<file path="config.mk">
export PLATFORM = sky130hd
export DESIGN_NAME = stsgen_top
export DESIGN_NICKNAME = d
export VERILOG_FILES = /design/src/rtl/stsgen_pkg.sv /design/src/rtl/stsgen_plane.sv /design/src/rtl/stsgen_sel.sv /design/src/rtl/stsgen_top.sv
export SDC_FILE = /design/constraint.sdc
export NUM_CORES = 1
export LEC_CHECK = 0
export ABC_CLOCK_PERIOD_IN_PS = 1800
export BUFFER_PORTS_ARGS = -buffer_cell sky130_fd_sc_hd__buf_2
export CORE_MARGIN = 8
export CORE_UTILIZATION = 50
export DETAILED_ROUTE_END_ITERATION = 6
export MAX_ROUTING_LAYER = met4
export PLACE_DENSITY = 0.78
export SLEW_MARGIN = 20
export SYNTH_ARGS = -nofsm -noshare
export SYNTH_HDL_FRONTEND = slang
export SYNTH_SLANG_ARGS = --single-unit
</file>
<file path="constraint.sdc">
create_clock -name clk -period 1.8 [get_ports clk]
set_input_delay 0.18 -clock clk [delete_from_list [all_inputs] [get_ports clk]]
set_output_delay 0.18 -clock clk [all_outputs]
set_load 0.005 [all_outputs]
</file>
<file path="src/rtl/stsgen_pkg.sv">
package stsgen_pkg;

  localparam int STAT_W  = 8;
  localparam int POLL_B  = 7;
  localparam int TOG_B   = 6;
  localparam int AUX_B   = 2;

  typedef enum logic [1:0] {
    RK_ARRAY    = 2'd0,
    RK_PROG     = 2'd1,
    RK_ERASE    = 2'd2,
    RK_SUSP_HIT = 2'd3
  } rd_kind_e;

  // Classify a read of one plane from its operation state.
  function automatic rd_kind_e classify(logic prog_on, logic erase_on,
                                        logic susp_now, logic sect_hit);
    rd_kind_e k;
    if (prog_on)                    k = RK_PROG;
    else if (erase_on && !susp_now) k = RK_ERASE;
    else if (susp_now && sect_hit)  k = RK_SUSP_HIT;
    else                            k = RK_ARRAY;
    return k;
  endfunction

  // Assemble the status byte; unused positions stay zero.
  function automatic logic [STAT_W-1:0] build_status(rd_kind_e k, logic d7,
                                                     logic t6, logic t2,
                                                     logic erase_pend);
    logic [STAT_W-1:0] s;
    s = '0;
    unique case (k)
      RK_PROG: begin
        s[POLL_B] = ~d7;
        s[TOG_B]  = t6;
        s[AUX_B]  = erase_pend ? t2 : 1'b1;
      end
      RK_ERASE: begin
        s[POLL_B] = 1'b0;
        s[TOG_B]  = t6;
        s[AUX_B]  = t2;
      end
      RK_SUSP_HIT: begin
        s[POLL_B] = 1'b1;
        s[TOG_B]  = 1'b1;
        s[AUX_B]  = t2;
      end
      default: s = '0;
    endcase
    return s;
  endfunction

  function automatic logic flips_main(rd_kind_e k);
    return (k == RK_PROG) || (k == RK_ERASE);
  endfunction

  function automatic logic flips_aux(rd_kind_e k, logic erase_pend);
    return (k == RK_ERASE) || (k == RK_SUSP_HIT) ||
           ((k == RK_PROG) && erase_pend);
  endfunction

endpackage

</file>
<file path="src/rtl/stsgen_plane.sv">
module stsgen_plane
  import stsgen_pkg::*;
#(
  parameter int SECT_W = 4
) (
  input  logic                clk,
  input  logic                rst_n,
  input  logic                op_prog_go,
  input  logic                op_prog_end,
  input  logic [STAT_W-1:0]   prog_byte,
  input  logic                op_erase_go,
  input  logic                op_erase_end,
  input  logic                erase_whole_in,
  input  logic [SECT_W-1:0]   erase_sect_in,
  input  logic                susp_lvl,
  input  logic                rd_go,
  input  logic [SECT_W-1:0]   rd_sect,
  output logic                plane_busy,
  output rd_kind_e            kind_o,
  output logic [STAT_W-1:0]   stat_o
);

  logic              prog_on, erase_on, whole_q;
  logic [SECT_W-1:0] sect_q;
  logic              d7_q, t6_q, t2_q;

  // Named internal events
  logic susp_now, sect_hit, any_start, flip6, flip2;

  assign susp_now  = erase_on & susp_lvl;
  assign sect_hit  = whole_q | (rd_sect == sect_q);
  assign any_start = op_prog_go | op_erase_go;
  assign kind_o    = classify(prog_on, erase_on, susp_now, sect_hit);
  assign flip6     = rd_go & flips_main(kind_o);
  assign flip2     = rd_go & flips_aux(kind_o, erase_on);
  assign stat_o    = build_status(kind_o, d7_q, t6_q, t2_q, erase_on);
  assign plane_busy = prog_on | (erase_on & ~susp_lvl);

  always_ff @(posedge clk or negedge rst_n) begin
    if (!rst_n) begin
      prog_on  <= 1'b0;
      d7_q     <= 1'b0;
    end else if (op_prog_go) begin
      prog_on  <= 1'b1;
      d7_q     <= prog_byte[POLL_B];
    end else if (op_prog_end) begin
      prog_on  <= 1'b0;
    end
  end

  always_ff @(posedge clk or negedge rst_n) begin
    if (!rst_n) begin
      erase_on <= 1'b0;
      whole_q  <= 1'b0;
      sect_q   <= '0;
    end else if (op_erase_go) begin
      erase_on <= 1'b1;
      whole_q  <= erase_whole_in;
      sect_q   <= erase_sect_in;
    end else if (op_erase_end) begin
      erase_on <= 1'b0;
      whole_q  <= 1'b0;
    end
  end

  always_ff @(posedge clk or negedge rst_n) begin
    if (!rst_n) begin
      t6_q <= 1'b0;
      t2_q <= 1'b0;
    end else if (any_start) begin
      t6_q <= 1'b0;
      t2_q <= 1'b0;
    end else begin
      if (flip6) t6_q <= ~t6_q;
      if (flip2) t2_q <= ~t2_q;
    end
  end

endmodule

</file>
<file path="src/rtl/stsgen_sel.sv">
module stsgen_sel
  import stsgen_pkg::*;
#(
  parameter int N_PLANES = 2,
  parameter int PW       = 1
) (
  input  logic [PW-1:0]                   sel,
  input  rd_kind_e                        kind_i [N_PLANES],
  input  logic [N_PLANES-1:0][STAT_W-1:0] stat_i,
  output logic                            arr_o,
  output logic [STAT_W-1:0]               stat_o
);

  // A plane index beyond the populated range reads as array data.
  always_comb begin
    arr_o  = 1'b1;
    stat_o = '0;
    for (int i = 0; i < N_PLANES; i++) begin
      if (sel == PW'(i)) begin
        arr_o  = (kind_i[i] == RK_ARRAY);
        stat_o = stat_i[i];
      end
    end
  end

endmodule

</file>
<file path="src/rtl/stsgen_top.sv">
module stsgen_top
  import stsgen_pkg::*;
#(
  parameter int N_PLANES = 2,
  parameter int SECT_W   = 4,
  localparam int PW      = (N_PLANES > 1) ? $clog2(N_PLANES) : 1
) (
  input  logic                clk,
  input  logic                rst_n,
  input  logic                rd_stb,
  input  logic [PW-1:0]       rd_plane,
  input  logic [SECT_W-1:0]   rd_sector,
  input  logic                prog_start,
  input  logic                prog_done,
  input  logic [PW-1:0]       prog_plane,
  input  logic [7:0]          prog_data,
  input  logic [N_PLANES-1:0] erase_start_mask,
  input  logic [N_PLANES-1:0] erase_done_mask,
  input  logic                erase_whole,
  input  logic [SECT_W-1:0]   erase_sector,
  input  logic [N_PLANES-1:0] erase_susp,
  output logic                rsp_valid,
  output logic                rsp_array,
  output logic [7:0]          rsp_status,
  output logic                busy_pull_low
);

  logic [N_PLANES-1:0]             plane_busy_w;
  rd_kind_e                        kind_w [N_PLANES];
  logic [N_PLANES-1:0][STAT_W-1:0] stat_w;
  logic                            sel_arr;
  logic [STAT_W-1:0]               sel_stat;

  for (genvar g = 0; g < N_PLANES; g++) begin : g_plane
    logic here_prog, here_rd;
    assign here_prog = (prog_plane == PW'(g));
    assign here_rd   = rd_stb && (rd_plane == PW'(g));

    stsgen_plane #(.SECT_W(SECT_W)) u_plane (
      .clk            (clk),
      .rst_n          (rst_n),
      .op_prog_go     (prog_start & here_prog),
      .op_prog_end    (prog_done & here_prog),
      .prog_byte      (prog_data),
      .op_erase_go    (erase_start_mask[g]),
      .op_erase_end   (erase_done_mask[g]),
      .erase_whole_in (erase_whole),
      .erase_sect_in  (erase_sector),
      .susp_lvl       (erase_susp[g]),
      .rd_go          (here_rd),
      .rd_sect        (rd_sector),
      .plane_busy     (plane_busy_w[g]),
      .kind_o         (kind_w[g]),
      .stat_o         (stat_w[g])
    );
  end

  stsgen_sel #(.N_PLANES(N_PLANES), .PW(PW)) u_sel (
    .sel    (rd_plane),
    .kind_i (kind_w),
    .stat_i (stat_w),
    .arr_o  (sel_arr),
    .stat_o (sel_stat)
  );

  assign busy_pull_low = |plane_busy_w;

  always_ff @(posedge clk or negedge rst_n) begin
    if (!rst_n) begin
      rsp_valid  <= 1'b0;
      rsp_array  <= 1'b0;
      rsp_status <= '0;
    end else begin
      rsp_valid <= rd_stb;
      if (rd_stb) begin
        rsp_array  <= sel_arr;
        rsp_status <= sel_stat;
      end
    end
  end

endmodule

</file>
# Word level (Yosys, flattened, before mapping)
# Index checks and enable logic that the tools add are counted.
# totals
word_cells	114
reg_bits	30
# classes
n_reduce_logical	29
bitwise_logic	28
eq_ne	8
muxes	32
# ops
cell	n
$mux 1	21
$reduce_bool 2->1	8
$and 1x1->1	12
$mux 2	6
$pmux 2 s3	2
$not 1->1	10
$eq 2x2->1 const B	4
$eq 4x4->1	2
$logic_and 1x1->1	8
$mux 8	1
$logic_or 1x1->1	6
$or 1x1->1	6
$reduce_or 2->1	3
$eq 2x1->1 const B	2
$logic_not 2->1	2
$pmux 1 s2	2
$logic_not 1->1	2

# Depth between registers and ports, before layout
# logic_depth
word_depth	12
mapped_depth	6
ltp_nobuf	5

# Modules after synthesis
# From an unflattened synthesis, not the netlist that was laid out.
# hier_totals
hier_cells	166
hier_area_um2	1861.8
# by_module_without_submodules
module	instances	cells_each	seq_area_each_um2	area_each_um2
stsgen_plane	2	64	250.2	635.6
stsgen_top	1	27	250.2	436.7
stsgen_sel	1	11	0.0	153.9

# Least setup slack after synthesis
# No wires, ideal clock.
# synth_path
path_type	register to register
startpoint	register g_plane[1].u_plane.prog_on
endpoint	register rsp_status[6]
stages_incl_launch_ff	5
path_buffers	1
required_time_ps	1674
arrival_time_ps	1255
setup_slack_ps	419
setup_ps	126
path_cell_list	dfrtp_1 -> buf_2 -> a21o_1 -> o31a_2 -> a221o_1
# synth_between
elab_chain_cells	4
elab_cells_between_ends	6
# synth_lines
element	line_no	source
start, declared	stsgen_plane.sv:23	logic prog_on, erase_on, whole_q;
start signal, assigned	stsgen_plane.sv:41	prog_on <= 1'b0;
start signal, assigned	stsgen_plane.sv:44	prog_on <= 1'b1;
start signal, assigned	stsgen_plane.sv:47	prog_on <= 1'b0;
$mux 2 (*)	stsgen_pkg.sv:19	if (prog_on) k = RK_PROG;
$eq 2x2->1 / $eq 2x1->1 (equally long branches)	stsgen_pkg.sv:32	unique case (k)
$pmux 2 s3 (*)	stsgen_pkg.sv:32	
$mux 8 (*)	stsgen_sel.sv:19	if (sel == PW'(i)) begin
end signal, assigned	stsgen_top.sv:77	rsp_status <= sel_stat;
end, declared	stsgen_top.sv:24	output logic [7:0] rsp_status,
# Every way passes the cells marked *; elsewhere a longest branch is shown, timed or not.
# A chain may end at the register's enable or synchronous reset.

# Worst setup path after layout
# layout_path
startpoint	register g_plane[0].u_plane.erase_on
endpoint	output port busy_pull_low
# layout_between
elab_chain_cells	3
# layout_lines
element	line_no	source
start, declared	stsgen_plane.sv:23	
start signal, assigned	stsgen_plane.sv:53	erase_on <= 1'b0;
start signal, assigned	stsgen_plane.sv:57	erase_on <= 1'b1;
start signal, assigned	stsgen_plane.sv:61	erase_on <= 1'b0;
$and 1x1->1	stsgen_plane.sv:37	assign plane_busy = prog_on | (erase_on & ~susp_lvl);
$or 1x1->1	stsgen_plane.sv:37	
$reduce_or 2->1	stsgen_top.sv:66	assign busy_pull_low = |plane_busy_w;
end, declared	stsgen_top.sv:25	output logic busy_pull_low
# Every way passes these cells.

==> results.yml <==
logic_synthesis:
  syn_avg_cell_area_sq_um: 10.6
  synth_edf_count: 0
  syn_area_sq_mm: 0.00130
  ys_async_sr_fraction_pct: 100
  synth-seq-cells: 25
  postSynthCellCount: 123
  synth_cell_types: 38
  synthFlopType: "dfrtp_1"
  ys_seq_area_share_pct: 48.2
  yosys_warnings: 0
min_path:
  holdPathStages: 1
  min_path_type: "input port to flop"
  hold_start: "rd_stb"
  holdPathEnd: "rsp_valid$_DFF_PN0_"
placement:
  hpwl_mm: 2.15
  gp_congestion: 0.824
  io_buffer_count: 28
  preCtsSetupSlack_ns: 0.317
sta:
  relSlewSlack_pct: 63.5
  finalWorstSetupSlack_ns: 0.250
  maxSlewViolCount: 0
  tns_ns: 0
  finClkSkew_ns: 0.00240
  period_minus_slack_ns: 1.55
  hold_ws_ns: 0.0361
  setup_viol: 0
  tightest_slew_ns: 0.547
  fmax_mhz: 645
  hold_viol: 0
  rsz0062_at_grt: "false"
  finalCritPeriodShare_pct: 86.1
finish:
  area_growth_syn_to_layout_pct: 14.4
  post-route-util_pct: 59.9
  num-fill-cells: 231
  most-common-layout-cells: "buf_2, dfrtp_1, nand2_1, inv_1, mux2_2"
  final_common_cell: "buf_2"
  diodes: 0
  fin_nets: 184
  drive_gt1_share_pct: 29.4
clock_network:
  post_cts_buffers: 0
  numCtsBuffers: 3
  cts_buffer_depth: 2
  htreeDepth: 1
  cts.sinks: 25
  ctsRootBufferMaster: "clkbuf_4"
  cts_tree: "yes"
  cts.clk_slew.worst_paths_ns: 0.13
  cts_resized: 0
  insertion_delay_ns: 0.31
worst_setup_path:
  cp_num_buf_inv: 1
  path_max_fanout: 5
  crit_slowest_cell: "dfrtp_1"
  critPathTopFamily: "flip-flops"
  r2r_end: "g_plane[0].u_plane.t2_q$_DFFE_PN0P_"
  cp.required_ns: 1.62
  ff2ff_path_depth: 5
  crit_type: "flop to output pin"
  rrSetupSlack_ns: 0.29
  critPathMaxStageDelay_ns: 0.44
  path_cells: "a21oi_1, nand2_1, buf_2"
  r2r_start: "g_plane[0].u_plane.sect_q[2]$_DFFE_PN0P_"
  critPathArrivalTime_ns: 1.37
  end_kind: "output pin"
  start_kind: "flop"
power_and_ir_drop:
  p_leak_nw: 0.704
  irDropWorstVdd_v: 0.000646
  powerDensity_mw_per_mm2: 761
  power_mw: 1.13
detailed_routing:
  drtAntennaViolNets: 0
  drt-initial-drc-count: 19
  drtPass1Iterations: 4
  vias_per_cell: 5.35
  drc: 0
  drt_wl_total_mm: 2.66
  post_drt_wl_per_cell_um: 14.6
  num_vias: 979
global_routing:
  global_route.overflow_total: 0
  grt_pass1_wl_mm: 4.40
  grt_max_degree: 26
  grt_use_total_pct: 13.0
  grt_pass1_vias: 980
  antenna_found_initial: 0
status:
  status: "complete, no violations"
die:
  start_util_pct: 52.4
  io_pins: 41
  die_area_sq_mm: 0.00448
  die_w_um: 67.0
  core_area_sq_mm: 0.00248
  rows: 18
  die_h_um: 67.0
run:
  cap_violations: 0
cell usage after synthesis (2+ instances only):
library cell | number | area share, %
nor3_1 | 2 | 0.77
xnor2_1 | 5 | 3.4
o21ai_0 | 4 | 1.5
nand4_1 | 2 | 0.96
nor2b_1 | 2 | 0.96
xor2_1 | 4 | 2.7
a21o_1 | 5 | 2.9
a21oi_1 | 5 | 1.9
o21bai_1 | 2 | 1.2
clkbuf_1 | 2 | 0.58
buf_4 | 5 | 2.9
nor2_1 | 3 | 0.87
inv_1 | 9 | 2.6
mux2_2 | 9 | 7.8
dfrtp_1 | 25 | 48
nand2b_1 | 6 | 2.9
nand2_1 | 12 | 3.5
state kept, by name, indices dropped and copies added, names as in the netlist:
signal and count:
g_plane.u_plane.t6_q 2, g_plane.u_plane.whole_q 2, rsp_status 3, rsp_array 1
g_plane.u_plane.t2_q 2, g_plane.u_plane.sect_q 8, rsp_valid 1, g_plane.u_plane.erase_on 2
g_plane.u_plane.d7_q 2, g_plane.u_plane.prog_on 2
what timing repair did:
| action | 4_1_cts | 5_1_grt |
|---|---|---|
| hold buffers | 1 | 0 |
| setup endpoints to repair | 0 | 0 |
| endpoints found under the hold margin | 25 | 0 |
power breakdown:
part	internal, mW	switching (mW)	total (mW)	leakage (nW)
sequential	0.614	0.0388	0.653	0.307
clock	0.0865	0.157	0.243	0.0150
combinational	0.114	0.120	0.234	0.382
total	0.815	0.316	1.13	0.704
routing by layer:
| layer | wire (um) | vias to the layer above | GRT usage [%] |
|---|---|---|---|
| li1 | - | 475 | - |
| met5 | 0 | - | - |
| met4 | 42 | 0 | 6.27 |
| met2 | 1270 | 32 | 20.7 |
| met1 | 1140 | 468 | 15.4 |
| met3 | 208 | 4 | 2.52 |
how the worst max path moves through the flow:
stage,start,end,slack (ns),cells past startpoint
6_report,g_plane[0].u_plane.erase_on$_DFFE_PN0P_,busy_pull_low,0.25,3
3_3_place_gp,g_plane[1].u_plane.sect_q[0]$_DFFE_PN0P_,rsp_status[6]$_DFFE_PN0P_,0.35,5
2_1_floorplan,g_plane[1].u_plane.prog_on$_DFFE_PN0P_,rsp_status[6]$_DFFE_PN0P_,0.42,4
5_1_grt,g_plane[0].u_plane.erase_on$_DFFE_PN0P_,busy_pull_low,0.13,3
4_1_cts,g_plane[0].u_plane.erase_on$_DFFE_PN0P_,busy_pull_low,0.24,3
3_5_place_dp,g_plane[1].u_plane.sect_q[0]$_DFFE_PN0P_,rsp_status[6]$_DFFE_PN0P_,0.32,5
through the flow:
stage          cells  instance area [sq um]
6_report         183                   1490
2_1_floorplan    127                   1310
3_3_place_gp     178                   1450
3_5_place_dp     178                   1450
5_1_grt          183                   1490
4_1_cts          183                   1490
final cells by class:
cell class / instances / area [sq um] / area share, %
sequential: 25 / 626 / 42.1
tap: 30 / 37.5 / 2.53
multi-input combinational: 85 / 604 / 40.7
inverter: 9 / 33.8 / 2.27
timing repair buffer: 30 / 158 / 10.6
clock buffer: 4 / 26.3 / 1.77
cell families after synthesis:
family,count (synthesis),share of synthesized area [%]
xor+xnor,9,6.07
compound gates,31,18.7
flops,25,48.2
mux,10,8.57
simple gates,30,11.8
other cells,1,0.289
buf+inv,17,6.45
(Power assumes the default switching activity.)
